$ cat config.mk
export PLATFORM = sky130hd
export DESIGN_NAME = irq_level_arbiter
export DESIGN_NICKNAME = d
export VERILOG_FILES = /design/src/rtl/irq_level_arbiter.sv
export SDC_FILE = /design/constraint.sdc
export NUM_CORES = 1
export LEC_CHECK = 0
export BUFFER_PORTS_ARGS = -buffer_cell sky130_fd_sc_hd__buf_2
export CORE_MARGIN = 2
export CORE_UTILIZATION = 49
export CTS_BUF_LIST = sky130_fd_sc_hd__clkbuf_8
export DETAILED_ROUTE_END_ITERATION = 10
export GPL_ROUTABILITY_DRIVEN = 0
export HOLD_SLACK_MARGIN = 0.03
export PLACE_DENSITY_LB_ADDON = 0.1
export SYNTH_ARGS = -nofsm -noshare
export SYNTH_HDL_FRONTEND = slang
export SYNTH_SLANG_ARGS = --single-unit
$ cat constraint.sdc
create_clock -name clk -period 38.8 [get_ports clk]
set_input_delay 3.88 -clock clk [delete_from_list [all_inputs] [get_ports clk]]
set_output_delay 3.88 -clock clk [all_outputs]
set_load 0.01 [all_outputs]
$ cat src/rtl/irq_level_arbiter.sv
module irq_level_arbiter #(
  parameter int NVEC     = 10,
  parameter int NX       = 2,
  parameter logic [NVEC*4-1:0] GROUPS = {4'd5, 4'd3, 4'd2, 4'd3, 4'd3,
                                         4'd2, 4'd3, 4'd3, 4'd1, 4'd1},
  parameter int VEC_BASE = 3,
  parameter int VEC_STEP = 8,
  parameter int AW       = 8,
  parameter int GMAX     = 8
) (
  input  logic                        clk,
  input  logic                        rst_n,
  input  logic [off_of(NVEC)-1:0]     src_flag,
  input  logic [off_of(NVEC)-1:0]     src_en,
  input  logic [NVEC-1:0]             vec_hi,
  input  logic                        ack,
  input  logic                        reti,
  output logic                        irq_req,
  output logic [AW-1:0]               irq_vec_addr,
  output logic [1:0]                  irq_level,
  output logic [GMAX-1:0]             irq_flags,
  output logic [1:0]                  cur_level,
  output logic [1:0]                  depth
);

  function automatic int cnt_of(input int v);
    return int'(GROUPS[v*4 +: 4]);
  endfunction

  function automatic int off_of(input int v);
    int s;
    s = 0;
    for (int i = 0; i < v; i++) s += int'(GROUPS[i*4 +: 4]);
    return s;
  endfunction

  localparam int NSRC = off_of(NVEC);

  logic [NVEC-1:0][GMAX-1:0] gf;
  logic [NVEC-1:0]           vreq;
  logic [1:0]                best;
  int                        win;
  logic [3:0]                act;

  for (genvar v = 0; v < NVEC; v++) begin : g_vec
    localparam int C = cnt_of(v);
    localparam int O = off_of(v);
    for (genvar k = 0; k < GMAX; k++) begin : g_bit
      if (k < C) begin : g_src
        assign gf[v][k] = src_flag[O+k] & src_en[O+k];
      end else begin : g_pad
        assign gf[v][k] = 1'b0;
      end
    end
    assign vreq[v] = |gf[v];
  end

  always_comb begin
    logic [1:0] lv;
    best = 2'd0;
    win  = 0;
    for (int v = NVEC - 1; v >= 0; v--) begin
      if (!vreq[v])       lv = 2'd0;
      else if (!vec_hi[v]) lv = 2'd1;
      else if (v < NX)    lv = 2'd3;
      else                lv = 2'd2;
      if (lv != 2'd0 && lv >= best) begin
        best = lv;
        win  = v;
      end
    end
  end

  assign cur_level    = act[3] ? 2'd3 : act[2] ? 2'd2 : act[1] ? 2'd1 : 2'd0;
  assign depth        = 2'(act[1]) + 2'(act[2]) + 2'(act[3]);
  assign irq_req      = best > cur_level;
  assign irq_level    = irq_req ? best : 2'd0;
  assign irq_vec_addr = irq_req ? AW'(VEC_BASE + VEC_STEP * win) : '0;
  assign irq_flags    = irq_req ? gf[win] : '0;

  always_ff @(posedge clk or negedge rst_n) begin
    if (!rst_n)
      act <= 4'd0;
    else if (reti) begin
      if (act != 4'd0) act[cur_level] <= 1'b0;
    end else if (ack && irq_req)
      act[best] <= 1'b1;
  end

endmodule


* Yosys cells after proc, flatten, opt, wreduce, memory -nomap -nowiden
Cells that the tools add are included.
** Cells by class
- $add $sub $neg :: 3
- $lt $le $gt $ge :: 16
- Equal/unequal tests :: 1
- Multiplexer cells :: 56
- Bitwise operators :: 29
- Reduce and logical (&&, ||, !) cells :: 34
** Operators by type and width (number)
- $mux W32 :: 9
- $mux W2 :: 33
- $bmux W8 S4 :: 1
- $lt A32 B6 Y1 const B :: 1
- $mux W8 :: 4
- $and A1 B1 Y1 :: 26
- $reduce_bool A2 Y1 :: 11
- $ge A2 B2 Y1 :: 9
- $mux W4 :: 4
- $reduce_or A3 Y1 :: 5
- $logic_and A1 B1 Y1 :: 13
- $add A3 B8 Y8 const A :: 1
- $ge A2 B1 Y1 const B :: 3
- $lt A2 B3 Y1 const B :: 2
- $reduce_or A5 Y1 :: 1
- $and A4 B4 Y4 :: 1
- $demux W1 S2 :: 2
- $not A4 Y4 :: 1
- $or A4 B4 Y4 :: 1
- $reduce_bool A4 Y1 :: 1
- $reduce_or A2 Y1 :: 2
- $mux W1 :: 3
- $add A1 B1 Y2 :: 1
- $add A2 B1 Y2 :: 1
- other kinds (3) :: 3
** Word-level totals
- Bits in registers :: 4
- Bits of input ports :: 66
- Output and inout bits :: 23
- Logic and storage cells :: 140

* Logic depth before layout (Yosys ltp)
- Word-level depth :: 40
- Depth in mapped cells :: 60
- Gate-level depth less buffers :: 59

* Least setup slack after synthesis
No wires, ideal clock.
- Kind :: in2out
- From :: in src_flag[19]
- To :: out irq_flags[3]
- Data arrival time :: 15.565 ns
- Data required time :: 34.920 ns
- Path slack :: 19.355 ns
- Cell stages on the path :: 59
- Path buffers :: 1
- Cells stage by stage :: a222oi_1 or2_2 ha_1 nand2b_1 a21oi_1 nor3_1 or2_2 ha_1 nand2b_1 a21o_1 and2_1 o31ai_1 inv_1 ha_1 nand2b_1 a21oi_1 nor2_1 mux2i_1 [23 not listed] nand4_1 o31a_1 a31oi_1 or2_2 ha_1 nand2b_1 nand3_1 a211o_1 and3_1 nor3_1 nor2_1 ha_1 or2_2 maj3_2 buf_2 nor2_1 nand2_1 nor2_1
** Between the ends
- Word-level cells in the longest chain between the ends :: 34
- Elaborated cells on any way between the ends :: 45
- Classes of those cells :: order compare (10); mux (23); bitwise (1); reduce/logical (11)
** RTL lines
- start: declaration :: line 13 : input logic [off_of(NVEC)-1:0] src_flag,
- $and A1 B1 Y1 (*) :: line 50 : assign gf[v][k] = src_flag[O+k] & src_en[O+k];
- $reduce_or A3 Y1 (*) :: line 55 : assign vreq[v] = |gf[v];
- $mux W2 (*) :: line 63 : if (!vreq[v]) lv = 2'd0;
- $ge A2 B2 Y1 / $reduce_bool A2 Y1 (equally long branches) :: line 67 : if (lv != 2'd0 && lv >= best) begin
- $logic_and A1 B1 Y1 :: line 67
- $mux W2 :: line 67
- $ge A2 B2 Y1 :: line 67
- $logic_and A1 B1 Y1 :: line 67
- [17 not listed]
- $logic_and A1 B1 Y1 :: line 67
- $mux W2 :: line 67
- $ge A2 B2 Y1 :: line 67
- $logic_and A1 B1 Y1 :: line 67
- $mux W32 :: line 67
- $bmux W8 S4 :: line 79 : assign irq_flags = irq_req ? gf[win] : '0;
- $mux W8 (implied by the code) (2 in series) :: line 79
- $mux W8 (*) :: line 79
- end: declaration :: line 21 : output logic [GMAX-1:0] irq_flags,
Mark *: on every way between the ends. The rest lies on a longest branch, timed or not. The select of a mux whose other input is x is not followed.

* Worst setup path after layout
- From :: in src_flag[19]
- To :: out irq_flags[0]
The elaborated chain is that of the path after synthesis.

==> impl_metrics.json <==
{
  "drtIter0Drc": 86,
  "cts_made_buffers": 3,
  "crit_top_cell": "ha_1",
  "area_delta_synth_final_pct": 25.8,
  "synth_area_per_cell_sq_um": 7.00,
  "max_stage_delay_ps": 700,
  "drive_above_1_share_pct": 33.2,
  "clk_pin_slew_ps": 30,
  "grt_max_degree": 17,
  "clockRootBuffer": "clkbuf_8",
  "crit_fanout": 11,
  "ctsHoldBuffers": 0,
  "rows": 21,
  "p_per_area_mw_per_mm2": 73.2,
  "clk_latency_ps": 210,
  "crit_arrival_ps": 17320,
  "die_y_microns": 64.0,
  "slew_viol_final": 0,
  "wirelength_microns": 4670,
  "final_common_cell": "buf_2",
  "min_period_ps": 21200,
  "yosys-top-cells-area": "ha_1, nand2_1, nor2_1, dfrtp_1, or2_2",
  "vias": 2088,
  "core_area_sq_mm": 0.00339,
  "final_util_pct": 65.5,
  "drv_cap": 0,
  "cts_tree": "yes",
  "async_flop_share_pct": 100,
  "io_pins": 89,
  "clkSinkCount": 4,
  "setup-tns-final_ps": 0,
  "yosys.area.top_type": "ha_1",
  "die_x_microns": 64.0,
  "path_delay_family": "compound AO/OA/AOI/OAI gates",
  "synth_flop_cell": "dfrtp_1",
  "grt_pass1_wl_microns": 7760,
  "antenna_found_initial": 0,
  "synth_top_cell_area_share_pct": 12.1,
  "setup_viol": 0,
  "post-route-period-util_pct": 54.6,
  "rsz0062_at_grt": "false",
  "synth-seq-cells": 4,
  "largest-register": "act",
  "largest_reg_flops": 4,
  "cts_resized": 0,
  "hold_viol": 0,
  "cts_setup_buffers": 0,
  "synth-edff-count": 0,
  "nNetsFinal": 417,
  "diodes": 0,
  "critPathKind": "primary input to primary output",
  "post-route-drc-count": 0,
  "slew-limit-headroom_pct": 41.3,
  "yosys_warnings": 0,
  "synth_cell_types": 56,
  "power_leakage_nw": 1.14,
  "fillers": 336,
  "reg2regPathDepth": 7,
  "wire_per_inst_microns": 12.4,
  "via_per_inst": 5.54,
  "track_usage_pct": 22.9,
  "worst-path-buf-inv": 3,
  "drtAntennaViolNets": 0,
  "dr.pass1.iters": 4,
  "layout_common_cells": "buf_2, nand2_1, nor2_1, ha_1, or2_2",
  "dp_hpwl_microns": 4080,
  "grt_pass1_vias": 1918,
  "ir_drop_uv": 38.2,
  "cp.depth": 60,
  "clockBufferDepth": 2,
  "final.setup_skew_ps": 0.265,
  "slowest_stage": "a222oi_1",
  "port_buffers": 83,
  "worstMarginPinSlew_ps": 875,
  "die_area_sq_mm": 0.00410,
  "required_ps": 34920,
  "startpoint_type": "primary input",
  "endpoint_kind": "primary output",
  "whs_path_depth": 2,
  "outcome": "finished, final reports clean",
  "top_regs": "act x4",
  "max_freq_mhz": 47.2,
  "hold_class": "flop to flop",
  "regArea_sq_um": 100,
  "syn_inst": 252,
  "start_util_pct": 52.0,
  "h-tree-depth": 1,
  "netlist_area_sq_mm": 0.00176,
  "synth_seq_area_share_pct": 5.67,
  "multiInputGateArea_sq_mm": 0.00158,
  "grt-ovfl-total": 0
}
through the flow:
stage	cell area, sq um	hold WS, ps	instances	total power [mW]	worst slack, ps
5_1_grt	2220	634	377	0.181	16390
3_5_place_dp	2180	571	374	0.154	17620
6_report	2220	572	377	0.163	17600
3_3_place_gp	2180	566	374	0.152	17790
4_1_cts	2220	578	377	0.163	17590
2_1_floorplan	1780	524	256	0.122	19360
layer usage:
metal	track usage, %	up-vias	wire length [microns]
met5	0	-	0
met4	5.71	0	21
met3	3.52	2	275
met2	41.9	60	2230
met1	27.6	928	2150
li1	-	1098	-
power breakdown:
part	total (mW)	switching, mW	internal [mW]
clock network	0.00838	0.00180	0.00658
registers	0.00781	0.00196	0.00585
logic	0.146	0.0850	0.0613
layout make-up:
class	count	share of cell area [%]
flip-flops and latches	4	4.51
clock buffers	3	1.86
repair buffers	83	18.7
well taps	46	2.59
multi-input cells	233	71.0
inverters	8	1.35
tightest hold or removal path, cell delays in order, from the launching register on:
cell	delay [ps]
dfrtp_1	380
o21ai_0	100
nand2_1	60
cell usage after synthesis (3+ instances only):
master	instances
or2_2	12
a311oi_1	4
buf_4	8
nor2b_1	8
and3_1	6
nor3_1	5
a22oi_1	3
mux2i_1	3
nor3b_1	4
ha_1	17
nand3_1	9
inv_1	7
nor2_1	30
a21o_1	6
nand2b_1	10
dfrtp_1	4
a2bb2oi_1	3
a222oi_1	5
o21ai_0	10
a21oi_1	11
a31oi_1	4
o21a_1	3
nand2_1	34
cells by family after synthesis:
kind of cell	synth area share [%]
AOI/OAI and AO/OA	33.5
adders and majority gates	13.8
buffers and inverters	5.89
DFF	5.67
muxes	2.98
other	0.213
and+or+nand+nor	37.9
final timing paths:
check / from / endpoint / slack, ps
max: src_flag[19] / irq_flags[0] / 17600
min: act[2] / act[2] / 570
max reg2reg: act[1] / act[3] / 36390
min reg2reg: act[2] / act[2] / 570
max in group asynchronous: rst_n / act[3] / 35220
min in group asynchronous: rst_n / act[2] / 3460
Note: power is estimated with default switching activity, not from simulation.
